[config.mk]
export PLATFORM = sky130hd
export DESIGN_NAME = serial_frame_xcvr
export DESIGN_NICKNAME = d
export VERILOG_FILES = /design/src/rtl/frame_xcvr_pkg.sv /design/src/rtl/frame_mode_reg.sv /design/src/rtl/frame_tx.sv /design/src/rtl/frame_rx.sv /design/src/rtl/serial_frame_xcvr.sv
export SDC_FILE = /design/constraint.sdc
export NUM_CORES = 1
export LEC_CHECK = 0
export BUFFER_PORTS_ARGS = -buffer_cell sky130_fd_sc_hd__clkbuf_2
export CORE_MARGIN = 2
export CORE_UTILIZATION = 49
export CTS_CLUSTER_SIZE = 40
export DETAILED_ROUTE_END_ITERATION = 7
export PLACE_DENSITY_LB_ADDON = 0.3
export SYNTH_ARGS = -nofsm -noshare
export SYNTH_HDL_FRONTEND = slang
export SYNTH_HIERARCHICAL = 1
export SYNTH_SLANG_ARGS = --single-unit
[constraint.sdc]
create_clock -name clk -period 2.6 [get_ports clk]
set_input_delay 0.52 -clock clk [delete_from_list [all_inputs] [get_ports clk]]
set_output_delay 0.52 -clock clk [all_outputs]
set_load 0.005 [all_outputs]
[src/rtl/frame_xcvr_pkg.sv]
package frame_xcvr_pkg;

    typedef struct packed {
        logic par_en;
        logic par_odd;
        logic two_stop;
    } frame_mode_t;

    typedef enum logic [2:0] {
        TX_IDLE,
        TX_START,
        TX_DATA,
        TX_PARITY,
        TX_STOP1,
        TX_STOP2
    } tx_state_t;

    typedef enum logic [2:0] {
        RX_IDLE,
        RX_START,
        RX_DATA,
        RX_PARITY,
        RX_STOP
    } rx_state_t;

endpackage

[src/rtl/frame_mode_reg.sv]
module frame_mode_reg
    import frame_xcvr_pkg::*;
(
    input  logic        clk,
    input  logic        rst_n,
    input  logic        we,
    input  logic [3:0]  wdata,
    output frame_mode_t mode,
    output logic [3:0]  rdata
);

    logic unused_rsvd_bit;
    assign unused_rsvd_bit = wdata[0];

    always_ff @(posedge clk or negedge rst_n) begin
        if (!rst_n) begin
            mode <= '0;
        end else if (we) begin
            mode <= '{par_en: wdata[3], par_odd: wdata[2], two_stop: wdata[1]};
        end
    end

    assign rdata = {mode.par_en, mode.par_odd, mode.two_stop, 1'b0};


    mode_write_chk: assert property (@(posedge clk) disable iff (!rst_n)
        we |=> (rdata == {$past(wdata[3:1]), 1'b0}));

endmodule

[src/rtl/frame_tx.sv]
module frame_tx
    import frame_xcvr_pkg::*;
#(
    parameter int DATA_BITS  = 8,
    parameter int OVERSAMPLE = 16
) (
    input  logic                 clk,
    input  logic                 rst_n,
    input  logic                 tick,
    input  frame_mode_t          mode,
    input  logic                 in_valid,
    input  logic [DATA_BITS-1:0] in_data,
    output logic                 in_ready,
    output logic                 line
);

    localparam int CNT_W = $clog2(OVERSAMPLE);
    localparam int IDX_W = $clog2(DATA_BITS);

    tx_state_t              state, state_nx;
    logic [CNT_W-1:0]       cnt;
    logic [IDX_W-1:0]       bit_idx;
    logic [DATA_BITS-1:0]   shreg;
    logic                   par_bit;
    frame_mode_t            mode_q;
    logic                   bit_end;

    assign bit_end = tick && (cnt == CNT_W'(OVERSAMPLE - 1));

    always_comb begin
        state_nx = state;
        unique case (state)
            TX_IDLE:   if (in_valid) state_nx = TX_START;
            TX_START:  if (bit_end) state_nx = TX_DATA;
            TX_DATA:   if (bit_end && bit_idx == IDX_W'(DATA_BITS - 1))
                           state_nx = mode_q.par_en ? TX_PARITY : TX_STOP1;
            TX_PARITY: if (bit_end) state_nx = TX_STOP1;
            TX_STOP1:  if (bit_end) state_nx = mode_q.two_stop ? TX_STOP2 : TX_IDLE;
            TX_STOP2:  if (bit_end) state_nx = TX_IDLE;
            default:   state_nx = TX_IDLE;
        endcase
    end

    always_ff @(posedge clk or negedge rst_n) begin
        if (!rst_n) begin
            state   <= TX_IDLE;
            cnt     <= '0;
            bit_idx <= '0;
            shreg   <= '0;
            par_bit <= 1'b0;
            mode_q  <= '0;
        end else begin
            state <= state_nx;
            if (state == TX_IDLE) begin
                if (in_valid) begin
                    shreg   <= in_data;
                    mode_q  <= mode;
                    par_bit <= (^in_data) ^ mode.par_odd;
                    cnt     <= '0;
                    bit_idx <= '0;
                end
            end else if (tick) begin
                cnt <= bit_end ? '0 : cnt + 1'b1;
                if (bit_end && state == TX_DATA) begin
                    shreg   <= {1'b0, shreg[DATA_BITS-1:1]};
                    bit_idx <= bit_idx + 1'b1;
                end
            end
        end
    end

    always_comb begin
        in_ready = 1'b0;
        line     = 1'b1;
        unique case (state)
            TX_IDLE:   in_ready = 1'b1;
            TX_START:  line = 1'b0;
            TX_DATA:   line = shreg[0];
            TX_PARITY: line = par_bit;
            TX_STOP1, TX_STOP2: line = 1'b1;
            default:   line = 1'b1;
        endcase
    end


    accept_start_chk: assert property (@(posedge clk) disable iff (!rst_n)
        (in_valid && in_ready) |=> (!line && !in_ready));


    ready_line_high_chk: assert property (@(posedge clk) disable iff (!rst_n)
        $rose(in_ready) |-> line);

endmodule

[src/rtl/frame_rx.sv]
module frame_rx
    import frame_xcvr_pkg::*;
#(
    parameter int DATA_BITS  = 8,
    parameter int OVERSAMPLE = 16
) (
    input  logic                 clk,
    input  logic                 rst_n,
    input  logic                 tick,
    input  logic                 par_en,
    input  logic                 par_odd,
    input  logic                 line_in,
    output logic                 out_valid,
    output logic [DATA_BITS-1:0] out_data,
    output logic                 out_perr,
    output logic                 out_ferr
);

    localparam int CNT_W = $clog2(OVERSAMPLE);
    localparam int IDX_W = $clog2(DATA_BITS);
    localparam int HALF  = OVERSAMPLE / 2;

    rx_state_t             state, state_nx;
    logic                  sync1, sync2, prev_lvl;
    logic [CNT_W-1:0]      cnt;
    logic [IDX_W-1:0]      bit_idx;
    logic [DATA_BITS-1:0]  shreg;
    logic                  acc, perr_q;
    logic                  en_q, odd_q;
    logic                  fall, samp, confirm;

    assign fall    = tick && prev_lvl && !sync2;
    assign samp    = tick && (cnt == CNT_W'(OVERSAMPLE - 1));
    assign confirm = tick && (cnt == CNT_W'(HALF - 1));

    always_comb begin
        state_nx = state;
        unique case (state)
            RX_IDLE:   if (fall) state_nx = RX_START;
            RX_START:  if (confirm) state_nx = sync2 ? RX_IDLE : RX_DATA;
            RX_DATA:   if (samp && bit_idx == IDX_W'(DATA_BITS - 1))
                           state_nx = en_q ? RX_PARITY : RX_STOP;
            RX_PARITY: if (samp) state_nx = RX_STOP;
            RX_STOP:   if (samp) state_nx = RX_IDLE;
            default:   state_nx = RX_IDLE;
        endcase
    end

    always_ff @(posedge clk or negedge rst_n) begin
        if (!rst_n) begin
            sync1    <= 1'b1;
            sync2    <= 1'b1;
            prev_lvl <= 1'b1;
            state    <= RX_IDLE;
            cnt      <= '0;
            bit_idx  <= '0;
            shreg    <= '0;
            acc      <= 1'b0;
            perr_q   <= 1'b0;
            en_q     <= 1'b0;
            odd_q    <= 1'b0;
        end else begin
            sync1 <= line_in;
            sync2 <= sync1;
            if (tick) prev_lvl <= sync2;
            state <= state_nx;
            unique case (state)
                RX_IDLE: if (fall) begin
                    cnt     <= '0;
                    bit_idx <= '0;
                    acc     <= 1'b0;
                    perr_q  <= 1'b0;
                    en_q    <= par_en;
                    odd_q   <= par_odd;
                end
                RX_START: if (tick) cnt <= confirm ? '0 : cnt + 1'b1;
                default: if (tick) begin
                    cnt <= samp ? '0 : cnt + 1'b1;
                    if (samp && state == RX_DATA) begin
                        shreg   <= {sync2, shreg[DATA_BITS-1:1]};
                        acc     <= acc ^ sync2;
                        bit_idx <= bit_idx + 1'b1;
                    end
                    if (samp && state == RX_PARITY)
                        perr_q <= acc ^ sync2 ^ odd_q;
                end
            endcase
        end
    end

    always_ff @(posedge clk or negedge rst_n) begin
        if (!rst_n) begin
            out_valid <= 1'b0;
            out_data  <= '0;
            out_perr  <= 1'b0;
            out_ferr  <= 1'b0;
        end else begin
            out_valid <= (state == RX_STOP) && samp;
            if ((state == RX_STOP) && samp) begin
                out_data <= shreg;
                out_perr <= perr_q;
                out_ferr <= !sync2;
            end
        end
    end


    valid_pulse_chk: assert property (@(posedge clk) disable iff (!rst_n)
        out_valid |=> !out_valid);


    no_perr_when_off_chk: assert property (@(posedge clk) disable iff (!rst_n)
        (out_valid && !en_q) |-> !out_perr);

endmodule

[src/rtl/serial_frame_xcvr.sv]
module serial_frame_xcvr
    import frame_xcvr_pkg::*;
#(
    parameter int DATA_BITS  = 8,
    parameter int OVERSAMPLE = 16
) (
    input  logic                 clk,
    input  logic                 rst_n,
    input  logic                 tick16,
    input  logic                 mode_we,
    input  logic [3:0]           mode_wdata,
    output logic [3:0]           mode_rdata,
    input  logic                 tx_valid,
    input  logic [DATA_BITS-1:0] tx_data,
    output logic                 tx_ready,
    output logic                 tx_line,
    input  logic                 rx_line,
    output logic                 rx_valid,
    output logic [DATA_BITS-1:0] rx_data,
    output logic                 rx_parity_err,
    output logic                 rx_frame_err
);

    frame_mode_t mode;

    frame_mode_reg u_mode (
        .clk   (clk),
        .rst_n (rst_n),
        .we    (mode_we),
        .wdata (mode_wdata),
        .mode  (mode),
        .rdata (mode_rdata)
    );

    frame_tx #(.DATA_BITS(DATA_BITS), .OVERSAMPLE(OVERSAMPLE)) u_tx (
        .clk      (clk),
        .rst_n    (rst_n),
        .tick     (tick16),
        .mode     (mode),
        .in_valid (tx_valid),
        .in_data  (tx_data),
        .in_ready (tx_ready),
        .line     (tx_line)
    );

    frame_rx #(.DATA_BITS(DATA_BITS), .OVERSAMPLE(OVERSAMPLE)) u_rx (
        .clk       (clk),
        .rst_n     (rst_n),
        .tick      (tick16),
        .par_en    (mode.par_en),
        .par_odd   (mode.par_odd),
        .line_in   (rx_line),
        .out_valid (rx_valid),
        .out_data  (rx_data),
        .out_perr  (rx_parity_err),
        .out_ferr  (rx_frame_err)
    );

endmodule

==> results of run 1 <==
## flip-flops by register name, indices dropped and copies added (netlist names), 2 cells and up
name and flops:
u_rx/cnt 4, u_tx/mode_q 2, u_tx/bit_idx 3, u_rx/bit_idx 3, u_tx/cnt 4, u_mode/mode 3
u_tx/shreg 8, u_rx/shreg 8, u_tx/state 3, u_rx/state 3, u_rx/out_data 8
## kinds of logic after synthesis
kind of cell,after synthesis
fa+ha+maj,6
other cells,1
compound gates,53
simple gates,64
xor+xnor,10
mux,47
buf+inv,25
flops,60
## path summary, 6_finish.rpt
kind	startpoint	endpoint	slack [ns]
worst max-delay path	u_tx/state[0]$_DFFE_PN0P_	tx_ready	0.53
worst min-delay path	rst_n	u_tx/shreg[5]$_DFFE_PN0P_	0.21
worst max register to register	u_rx/cnt[0]$_DFFE_PN0P_	u_rx/state[2]$_DFFE_PN0P_	0.69
worst min register to register	u_rx/sync1$_DFF_PN1_	u_rx/sync2$_DFF_PN1_	0.36
max in group asynchronous	rst_n	u_rx/sync2$_DFF_PN1_	1.70
min in group clk	rx_line	u_rx/sync1$_DFF_PN1_	0.27
## placed cells by master, fill, tap and decap left out, drive strengths merged, types with 2 or more instances in the layout
cell type and count:
nand3 5, nor2b 3, o31ai 2, nand4 3, a21oi 7, or3 2
nor2 11, nand2b 5, bufinv 2, dfstp 3, dfrtp 57, a21o 4
and4 2, o21ai 19, mux2i 7, a22o 6, mux2 40, a21boi 2
clkbuf 41, clkinvlp 2, a32o 2, nand3b 3, a31oi 2, inv 9
clkinv 4, xor2 2, nor3 3, buf 3, ha 6, nand2 24
xnor2 7
## final cells by class
| class | count | area [um^2] | area share (%) |
|---|---|---|---|
| repair buffers | 35 | 195.2 | 5.542 |
| well taps | 77 | 96.34 | 2.735 |
| clock buffers | 9 | 123.9 | 3.517 |
| multi-input cells | 181 | 1461 | 41.49 |
| clock inverters | 7 | 101.3 | 2.877 |
| inverters | 10 | 38.79 | 1.101 |
| flip-flops and latches | 60 | 1505 | 42.74 |
## routing by layer
layer / global-route usage (%) / wire (um) / vias up
met5: 0 / 0 / -
met4: 6.452 / 59 / 0
met3: 5.242 / 182 / 6
met2: 24.22 / 2387 / 35
met1: 23.74 / 2569 / 991
li1: - / - / 1019
## report_power, final
group          switching (mW)  internal (mW)  leakage, nW
clock network           0.385          0.543        0.106
registers               0.227           1.16        0.769
logic                   0.439          0.463        0.842
## per-stage QoR
stage / hold slack, ns / worst slack (ns) / instances / utilization (%) / instance area, um^2
6_report: 0.2127 / 0.5278 / 379 / 56.44 / 3522
3_5_place_dp: 0.3475 / 0.6401 / 363 / 52.83 / 3297
4_1_cts: 0.2236 / 0.5262 / 379 / 56.44 / 3522
3_3_place_gp: 0.3460 / 0.6717 / 363 / 52.83 / 3297
5_1_grt: 0.2430 / 0.4664 / 379 / 56.44 / 3522
2_1_floorplan: 0.2244 / 0.8282 / 266 / - / 3118
==> results.md, run 1 <==
* Final Cycle Share at 79.70%
* Synth top area share at 45.75%
* Clock Sinks at 60
* Critical Path RT at 2.08 ns
* Ant diodes at 0
* Synth top area cells: dfrtp_1, mux2_2, mux2_1, nand2_1, dfstp_2
* Die area at 0.007017 mm^2
* CP Launch Type: flop
* Clk buf depth at 2
* Least-Margin Pin Slew at 0.6806 ns
* Top Ports at 35
* GRT Total Usage at 16.77%
* Postcts setup bufs at 0
* GP Congestion at 0.8226
* # port buffers at 32
* Main synth FF type: dfrtp_1
* Levels on crit path at 3
* Post-Syn Nets at 290
* Vias in the first global route at 1945
* Post-Route WL at 5.199 mm
* Fin nets at 321
* Fillers at 531
* Die H at 83.77 um
* Status: completed
* Area leader, netlist: dfrtp_1
* Core area at 0.006241 mm^2
* Kind of critical path: reg -> out
* Slowest library cell on the worst path: dfrtp_1
* Syn Area/Cell at 11.72 um^2
* Worst EP arrival at 1.55 ns
* Max rail drop VDD at 0.5217 mV
* Syn Inst Count at 266
* Most frequent cells after synthesis: dfrtp_1, mux2_2, nand2_1
* Post-Synth Simple-Gate Area at 11.56%
* Vias at 2051
* # DRC at 0
* Number of synthesized register bits at 60
* Setup TNS at 0 ns
* Most frequent cell after synthesis: dfrtp_1
* TritonCTS clock tree: yes
* Synth Area in Compound Gates at 12.60%
* Fmax at 482.6 MHz
* CTS H-tree lvls at 3
* Max cap viols at 0
* Clock Skew at 0.005129 ns
* Pins Over Slew Limit at 0
* Hold WC Path Type: in -> async
* ANT nets after route at 0
* R2R cell count at 5
* Skew-Pair Late Insertion Delay at 0.33 ns
* Largest net degree at the start of global routing at 36
* Synth-to-Final Area Change at 12.96%
* CTS clk-pin slew, worst paths at 0.07 ns
* Cell Area, Synth at 0.003118 mm^2
* Clk root buf: clkbuf_8
* LEAKAGE at 1.717 nW
* Crit path buffers/inverters at 2
* Initial antenna violation count at 0
* Layout cells sized above 1 at 32.78%
* Final HPWL DP at 3.663 mm
* Synth Area in XOR/XNOR at 3.250%
* Die W at 83.77 um
* Final Power at 3.217 mW
* Ys Warns at 6
* Worst rel slew slack at 54.63%
* Seq/Total Area, Yosys at 48.27%
* Drt first pass iters at 4
* Final hold vios at 0
* Crit path cell chain: or3_4, clkinv_2, clkbuf_2
* Routed WL per cell at 13.72 um
* First-pass GRT wire length at 9.294 mm
* Crit path time final at 2.072 ns
* Cts repair resizes at 0
* PwrDens at 913.4 mW/mm^2
* FP Rows at 29
* Slowest stage delay, CP at 0.53 ns
* Unrepaired setup endpoints after global routing: no
* Setup violations, final at 0
* Number of synthesized flops with an enable pin at 0
* Family with the most delay on the worst path: flip-flops
* Vias per cell at 5.412
* Largest family of logic cells by synthesized area: multiplexers
* Async set-reset flop share out of synthesis at 100.0%
* Synth unique cells at 57
* Mux share of post-synthesis cell area at 16.93%
* Starting density of the core at 49.96%
* Critical path capture point type: primary output
* Num CTS Buffers at 9
* Post-Synth Adder-Cell Area at 2.408%
* Hold_buf cts at 0
* DR iter-0 viols at 165
* Max FO, Critical Path at 14
* Overflow after GRT at 0
Power figures use the tool's default switching activity.
==> run 2, diff against run 1 <==
--- a/config.mk
+++ b/config.mk
@@ -5,6 +5,7 @@
 export SDC_FILE = /design/constraint.sdc
 export NUM_CORES = 1
 export LEC_CHECK = 0
+export ABC_AREA = 1
 export BUFFER_PORTS_ARGS = -buffer_cell sky130_fd_sc_hd__clkbuf_2
 export CORE_MARGIN = 2
 export CORE_UTILIZATION = 49
==> constraint.sdc (replaced) <==
create_clock -name clk -period 1.9 [get_ports clk]
set_input_delay 0.38 -clock clk [delete_from_list [all_inputs] [get_ports clk]]
set_output_delay 0.38 -clock clk [all_outputs]
set_load 0.005 [all_outputs]
==> run 2 against run 1 <==
Compared with the run above:
- cell area grew 1.8%
- combinational power grew 90%
- sequential power grew 32%
- via count grew 17%
- clock power grew 28%
- total power grew 47%
- critical path depth grew 1
==> results.md, run 2 <==
* Syn Inst Count at 376 (was 266)
* # DRC at 0 (unchanged)
* Core area at 0.006277 mm^2 (was 0.006241 mm^2)
* Area leader, netlist: dfrtp_1 (unchanged)
* Vias at 2405 (was 2051)
* Sw frac at 39.84% (was 32.64%)
* Comb power frac at 36.2% (was 28.0%)
* Main synth FF type: dfrtp_1 (unchanged)
* Synth unique cells at 33 (was 57)
* Largest net degree at the start of global routing at 61 (was 36)
* Hold WC Path Type: in -> async (unchanged)
* Post-Place Cells at 479 (was 363)
* Worst EP arrival at 1.39 ns (was 1.55 ns)
* # port buffers at 32 (unchanged)
* Worst hold margin at 0.02630 ns (was 0.2127 ns)
* Layout cells sized above 1 at 23.92% (was 32.78%)
* Kind of critical path: reg -> out (unchanged)
* Final Cell Area at 0.003586 mm^2 (was 0.003522 mm^2)
* Pins Over Slew Limit at 0 (unchanged)
* TritonCTS clock tree: yes (unchanged)
* FP Rows at 29 (unchanged)
* GRT Total Usage at 17.77% (was 16.77%)
* Final Cycle Share at 92.96%
* Fmax at 566.2 MHz
* GP Congestion at 0.8000 (was 0.8226)
* Max cap viols at 0 (unchanged)
* Power Internal at 2.844 mW (was 2.167 mW)
* Slowest library cell on the worst path: dfrtp_1 (unchanged)
* FF-to-FF setup slack at 0.29 ns (was 0.69 ns)
* Status: completed (unchanged)
* CP Launch Type: flop (unchanged)
* Final cell count without fillers at 495 (was 379)
* Setup violations, final at 0 (unchanged)
* Die H at 84.33 um (was 83.77 um)
* Post-Synth Adder-Cell Area at 2.374% (was 2.408%)
* Number of synthesized register bits at 60 (unchanged)
* Post-Synth Simple-Gate Area at 27.98% (was 11.56%)
* Skew-Pair Late Insertion Delay at 0.34 ns (was 0.33 ns)
* Final Util at 57.13% (was 56.44%)
* ANT nets after route at 0 (unchanged)
* Crit path time final at 1.766 ns
* Psw at 1.883 mW (was 1.050 mW)
* Slowest stage delay, CP at 0.46 ns (was 0.53 ns)
* Final hold vios at 0 (unchanged)
* Clock Skew at 0.009730 ns (was 0.005129 ns)
* Critical path capture point type: primary output (unchanged)
* Critical Path RT at 1.52 ns (was 2.08 ns)
* Crit path cell chain: inv_2, nand2_4, nor2_8, clkbuf_2 (was or3_4, clkinv_2, clkbuf_2)
* Die area at 0.007112 mm^2 (was 0.007017 mm^2)
* Clk root buf: clkbuf_8 (unchanged)
* Final HPWL DP at 4.015 mm (was 3.663 mm)
* Postcts setup bufs at 0 (unchanged)
* Fillers at 583 (was 531)
* Initial antenna violation count at 0 (unchanged)
* PwrDens at 1318 mW/mm^2 (was 913.4 mW/mm^2)
* Synth-to-Final Area Change at 13.42% (was 12.96%)
* Overflow after GRT at 0 (unchanged)
* Setup crit start: u_tx/state[0]$_DFFE_PN0P_ (unchanged)
* Vias in the first global route at 2311 (was 1945)
* Syn Area/Cell at 8.409 um^2 (was 11.72 um^2)
* Post-Syn Nets at 400 (was 290)
* Synth Area in Compound Gates at 12.35% (was 12.60%)
* Vias per cell at 4.859 (was 5.412)
* Power share of the clock group at 25.1% (was 28.8%)
* Largest regs: u_rx/out_data (8), u_rx/shreg (8), u_tx/shreg (8) (unchanged)
* Die W at 84.33 um (was 83.77 um)
* Clk buf depth at 2 (unchanged)
* Drt first pass iters at 4 (unchanged)
* Clock Sinks at 60 (unchanged)
* Fin nets at 437 (was 321)
* Cell Area, Synth at 0.003162 mm^2 (was 0.003118 mm^2)
* Num CTS Buffers at 9 (unchanged)
* Starting density of the core at 50.37% (was 49.96%)
* Mux share of post-synthesis cell area at 0% (was 16.93%)
* LEAKAGE at 1.895 nW (was 1.717 nW)
* Most frequent cell after synthesis: nand2_1 (was dfrtp_1)
* Synth top area cells: dfrtp_1, nand2_1, o21ai_2, inv_1, nand3_1 (was dfrtp_1, mux2_2, mux2_1, nand2_1, dfstp_2)
* Number of synthesized flops with an enable pin at 0 (unchanged)
* Setup TNS at 0 ns (unchanged)
* Hold_buf cts at 0 (unchanged)
* Commonest non-fill, non-tap cell in the layout: nand2_1 (was dfrtp_1)
* Routed WL per cell at 11.30 um (was 13.72 um)
* Largest family of logic cells by synthesized area: simple AND/OR/NAND/NOR gates (was multiplexers)
* DR iter-0 viols at 85 (was 165)
* Seq/Total Area, Yosys at 47.61% (was 48.27%)
* Async set-reset flop share out of synthesis at 100.0% (unchanged)
* Cell Area, Placed at 0.003376 mm^2 (was 0.003297 mm^2)
* Most frequent cells after synthesis: nand2_1, dfrtp_1, inv_1 (was dfrtp_1, mux2_2, nand2_1)
* Max rail drop VDD at 0.8811 mV (was 0.5217 mV)
* CTS clk-pin slew, worst paths at 0.07 ns (about the same)
* Max FO, Critical Path at 16 (was 14)
* Ys Warns at 6 (unchanged)
* Top Ports at 35 (unchanged)
* Reg-to-reg startpoint: u_tx/cnt[0]$_DFFE_PN0P_ (was u_rx/cnt[0]$_DFFE_PN0P_)
* Ant diodes at 0 (unchanged)
* First-pass GRT wire length at 10.10 mm (was 9.294 mm)
* Reg power frac at 38.8% (was 43.1%)
* Most frequent cells in the layout: nand2_1, dfrtp_1, inv_1 (was dfrtp_1, clkbuf_2, mux2_2)
* Synth Area in XOR/XNOR at 1.662% (was 3.250%)
* Post-Route WL at 5.594 mm (was 5.199 mm)
* Synth top area share at 45.11% (was 45.75%)
* Unrepaired setup endpoints after global routing: no (unchanged)
* Cts repair resizes at 0 (unchanged)
* CTS H-tree lvls at 3 (unchanged)
[run 2: cell types whose count changed after synthesis, moves of 6 or more]
| cell | delta |
|---|---|
| mux2i_1 | -7 |
| o21ai_2 | +18 |
| nor2_1 | +11 |
| inv_1 | +31 |
| nand3_1 | +19 |
| mux2_1 | -8 |
| nand2_1 | +99 |
| mux2_2 | -30 |
| a22o_1 | -6 |
| o21ai_0 | +7 |
[run 2: power by group through the flow]
stage | logic [mW] | registers (mW) | clock network [mW]
after floorplan | 1.42 | 1.78 | 0
after global placement | 1.67 | 1.84 | 0
after detailed placement | 1.72 | 1.85 | 0
after CTS | 1.73 | 1.83 | 1.23
after global routing | 1.96 | 1.87 | 1.28
final | 1.71 | 1.83 | 1.19
[run 2: metal layers]
layer	GRT usage [%]	vias up	wire [um]
li1	-	1265	-
met1	23.56	1095	2780
met2	27.27	37	2487
met3	3.638	8	199
met4	10.10	0	126
met5	0	-	0
[run 2: cell type report]
type	instances	area, um^2	share of cell area [%]
Inverter	44	165.2	4.606
Clock buffer	10	137.6	3.838
Timing Repair Buffer	36	202.7	5.652
Tap cell	77	96.34	2.687
Sequential cell	60	1505	41.97
Clock inverter	6	72.57	2.024
Multi-Input combinational cell	262	1406	39.22
[run 2: cell families after synthesis]
family,after synthesis
xor+xnor,6
buf+inv,54
other cells,1
flops,60
compound gates,59
simple gates,190
fa+ha+maj,6
[run 2: critical path: cells and delay by family (launching register included)]
family,cells,cell delay (ns)
buffers and inverters,2,0.28
flip-flops,1,0.46
AND/OR/NAND/NOR,2,0.30
[run 2: metrics by stage]
stage / total power, mW / worst slack (ns)
after floorplan: 3.205 / 0.5181
after global placement: 3.516 / 0.2964
after detailed placement: 3.567 / 0.2691
after CTS: 4.783 / 0.1139
after global routing: 5.111 / 0.07786
final: 4.727 / 0.1337
[run 2: path summary, 6_finish.rpt]
| path | endpoint | cells after the start |
|---|---|---|
| worst min register to register | u_rx/sync2$_DFF_PN1_ | 0 |
| min in group clk | u_rx/sync1$_DFF_PN1_ | 1 |
| worst max register to register | u_tx/shreg[1]$_DFFE_PN0P_ | 8 |
| worst min-delay path | u_tx/cnt[3]$_DFFE_PN0P_ | 2 |
| worst max-delay path | tx_ready | 4 |
| max in group asynchronous | u_rx/sync2$_DFF_PN1_ | 2 |
